File: src/rtl/psr_pkg.sv
`timescale 1ns/1ps
package psr_pkg;
  localparam int PSR_DEF_STAGES = 8;
  localparam int PSR_RST_SYNC   = 2;

  typedef enum logic {
    PSR_SHIFT = 1'b0,
    PSR_LOAD  = 1'b1
  } psr_mode_e;
endpackage

File: src/rtl/psr_rst_sync.sv
`timescale 1ns/1ps
module psr_rst_sync #(
  parameter int DEPTH = 2
) (
  input  logic clk,
  input  logic rst_n_in,
  output logic rst_n_out
);
  logic [DEPTH-1:0] sync_q;
  logic [DEPTH-1:0] sync_d;

  always_comb begin
    sync_d = {sync_q[DEPTH-2:0], 1'b1};
  end

  always_ff @(posedge clk or negedge rst_n_in) begin
    if (!rst_n_in) begin
      sync_q <= '0;
    end else begin
      sync_q <= sync_d;
    end
  end

  assign rst_n_out = sync_q[DEPTH-1];
endmodule

File: src/rtl/psr_stage.sv
`timescale 1ns/1ps
module psr_stage #(
  parameter bit ASYNC_LOAD = 1'b0
) (
  input  logic clk,
  input  logic rst_n,
  input  logic load,
  input  logic shift_d,
  input  logic load_d,
  output logic q
);
  logic d_nxt;

  always_comb begin
    d_nxt = load ? load_d : shift_d;
  end

  generate
    if (ASYNC_LOAD) begin : g_forced
      always_ff @(posedge clk or negedge rst_n or posedge load) begin
        if (!rst_n) begin
          q <= 1'b0;
        end else if (load) begin
          q <= load_d;
        end else begin
          q <= d_nxt;
        end
      end
    end else begin : g_clocked
      always_ff @(posedge clk or negedge rst_n) begin
        if (!rst_n) begin
          q <= 1'b0;
        end else begin
          q <= d_nxt;
        end
      end
    end
  endgenerate
endmodule

File: src/rtl/piso_shift8.sv
`timescale 1ns/1ps
module piso_shift8
  import psr_pkg::*;
#(
  parameter int STAGES     = PSR_DEF_STAGES,
  parameter bit ASYNC_LOAD = 1'b0
) (
  input  logic              clk,
  input  logic              rst_n,
  input  logic              mode_load,
  input  logic              ser_in,
  input  logic [STAGES-1:0] par_in,
  output logic              tap_s6,
  output logic              tap_s7,
  output logic              tap_s8
);
  localparam int LAST = STAGES - 1;

  logic              rst_sync_n;
  psr_mode_e         mode_e;
  logic              load_req;
  logic [STAGES-1:0] stg_q;
  logic [STAGES-1:0] shift_src;

  psr_rst_sync #(.DEPTH(PSR_RST_SYNC)) u_rst_sync (
    .clk       (clk),
    .rst_n_in  (rst_n),
    .rst_n_out (rst_sync_n)
  );

  assign mode_e    = psr_mode_e'(mode_load);
  assign load_req  = (mode_e == PSR_LOAD);
  assign shift_src = {stg_q[LAST-1:0], ser_in};

  for (genvar k = 0; k < STAGES; k++) begin : g_stage
    psr_stage #(.ASYNC_LOAD(ASYNC_LOAD)) u_stage (
      .clk     (clk),
      .rst_n   (rst_sync_n),
      .load    (load_req),
      .shift_d (shift_src[k]),
      .load_d  (par_in[k]),
      .q       (stg_q[k])
    );
  end

  assign tap_s8 = stg_q[LAST];
  assign tap_s7 = stg_q[LAST-1];
  assign tap_s6 = stg_q[LAST-2];
endmodule

File: config.mk
export PLATFORM = sky130hd
export DESIGN_NAME = piso_shift8
export DESIGN_NICKNAME = d
export VERILOG_FILES = /design/src/rtl/psr_pkg.sv /design/src/rtl/psr_rst_sync.sv /design/src/rtl/psr_stage.sv /design/src/rtl/piso_shift8.sv
export SDC_FILE = /design/constraint.sdc
export NUM_CORES = 1
export LEC_CHECK = 0
export BUFFER_PORTS_ARGS = -buffer_cell sky130_fd_sc_hd__buf_2
export CAP_MARGIN = 5
export CORE_AREA = 2 2 39 41
export DETAILED_ROUTE_END_ITERATION = 6
export DIE_AREA = 0 0 41 43
export PLACE_DENSITY = 0.54
export SLEW_MARGIN = 20
export SYNTH_ARGS = -nofsm -noshare
export SYNTH_HDL_FRONTEND = slang
export SYNTH_HIERARCHICAL = 1
export SYNTH_SLANG_ARGS = --single-unit
File: constraint.sdc
create_clock -name clk -period 0.8 [get_ports clk]
set_input_delay 0 -clock clk [delete_from_list [all_inputs] [get_ports clk]]
set_output_delay 0 -clock clk [all_outputs]
set_load 0.02 [all_outputs]
==> results.yml <==
run:
  drv_cap: 0
floorplanning:
  ios: 15
  die_h_um: 43
  die_area_um2: 1763
  fp.coreArea_um2: 1384
  rows: 14
  die_w_um: 41
  start_util_pct: 27.03
placement:
  placed_cells: 49
  post-dp-hpwl_um: 520.1
  gp_congestion: 0.6315
  dp_worst_setup_slack_ps: 17.81
  port_buffers: 14
power:
  powerDensity_nw_per_um2: 1960
  irDropWorstVdd_v: 0.0007991
  total_power_uw: 1219
  leakagePower_uw: 0.0003077
yosys:
  syn_nets: 31
  synthCells: 19
  synth_fa_ha_area_share_pct: 0
  muxShareOfSynthArea_pct: 32.11
  yosys.area_share.simple_pct: 0
  syn_avg_cell_area_um2: 19.69
  synth_seq_cells: 10
  synth.cell_area_um2: 374.1
  synth_compound_area_share_pct: 0
  yosysUniqueCellTypes: 3
  synth_xor_area_share_pct: 0
  yosysWarnings: 6
  ys_seq_area_share_pct: 66.89
  synth_top_family_by_area: "multiplexers"
routing:
  firstDrtPassIters: 1
  vias: 257
  drt-wirelength-per-cell_um: 11.73
  drtAntennaViolNets: 0
  drc: 0
  wl_um: 739
  drtIter0Drc: 0
  vias_per_cell: 4.079
timing:
  fin_crit_sh_pct: 100.3
  worst_slack_ps: -2.699
  setup_viol: 1
  rsz0062_at_grt: "true"
  period_minus_slack_ps: 802.7
  drv_slew: 0
  hold_viol_final: 0
  hold_ws_ps: 53.10
  skew_ps: 4.339
  max_freq_ghz: 1.246
clock_network:
  numClockSinks: 10
  root_buffer: "clkbuf_4"
  worstSkewPairLatency_ps: 260
  clock_path_buffers: 2
  cts_buffers: 3
  ctsHtreeMaxLevel: 1
  clkSlewWorstSetupHoldPaths_ps: 70
  cts_tree: "built"
critical_path:
  cp_slowest_cell: "dfrtp_2"
  critPathLaunchType: "register"
  path_cells: "buf_6"
  critical_path_buf_inv_count: 1
  crit_type: "register to primary output"
  critPathMaxFanout: 2
  critPathTopFamily: "flip-flops"
  worstPathRequired_ps: 800
  critPathCaptureType: "primary output"
  worstPathArrival_ps: 800
  slowest_delay_ps: 410
worst_hold_path:
  hold_class: "input pin to async pin"
grt:
  grt_overflow: 0
  grt.total_usage_pct: 9.838
  grt_pass1_vias: 265
  grt_pass1_wl_um: 1076
  antenna_found_initial: 0
  grt_start_max_net_pins: 9
outcome:
  status: "finished, violations left"
  violations: "negative setup slack"
layout:
  finish.utilization_pct: 44.94
  fill_cells: 130
  layout.nets: 60
  instances_no_fill: 63
  diodes: 0
  areaGrowthSynthToFinish_pct: 66.22
  layout-drive-gt1-share_pct: 59.57
cells by family after synthesis:
group / after synthesis
mux: 8
flops: 10
other cells: 1
state kept, by name, indices dropped and copies added, names as in the netlist:
name,count
g_stage.u_stage/q,8
u_rst_sync/sync_q,2
cell type report:
cell class | instances | area (µm²) | area share (%)
clock buffer | 4 | 36.28 | 5.835
multi-input combinational | 9 | 123.9 | 19.92
sequential | 10 | 252.7 | 40.64
tap | 16 | 20.02 | 3.219
timing repair buffer | 24 | 188.9 | 30.38
worst paths after layout:
check / start / end / slack, ps / cells after the start
min in group clk: mode_load / g_stage[3].u_stage/q / 180 / 2
worst min register to register: u_rst_sync/sync_q[1] / g_stage[1].u_stage/q / 120 / 0
worst max register to register: g_stage[5].u_stage/q / g_stage[6].u_stage/q / -3 / 1
worst min-delay path: rst_n / u_rst_sync/sync_q[0] / 50 / 2
worst max-delay path: g_stage[5].u_stage/q / tap_s6 / -3 / 1
max in group asynchronous: u_rst_sync/sync_q[1] / g_stage[6].u_stage/q / 410 / 0
synthesized netlist by cell type:
master / n / area [µm²]
conb_1: 1 / 3.750
dfrtp_1: 10 / 250.2
mux2_4: 8 / 120.1
cells in the final DEF (no fill, tap or decap), drive strengths merged:
master,netlist,routed
mux2,8,8
buf,0,14
conb,1,1
dlygate4sd3,0,10
clkbuf,0,4
dfrtp,10,10
metrics by stage:
stage	instance area [µm²]	setup TNS, ps
floorplan	376.6	-43.10
global placement	466.7	0
detailed placement	466.7	0
CTS	615.6	-42.82
global route	621.8	-99.75
finish	621.8	-2.699
where the power goes:
group / internal [µW] / total [µW] / switching [µW] / leakage (µW)
clock network: 276 / 446 / 170 / 0.0000210
logic: 136 / 197 / 61.2 / 0.000172
registers: 551 / 576 / 25.4 / 0.000115
repair_timing:
action,CTS,global route
hold buffers,10,0
resized for setup,4,2
endpoints found under the hold margin,10,0
setup buffers,0,0
setup endpoints to repair,2,5
metal layers:
metal,track usage [%],share of wire [%],up-vias
li1,-,-,120
met1,9.967,40,123
met2,16.25,53,12
met3,3.141,5.4,2
met4,6.000,0.95,0
met5,0,0,-
Power figures use the tool's default switching activity.
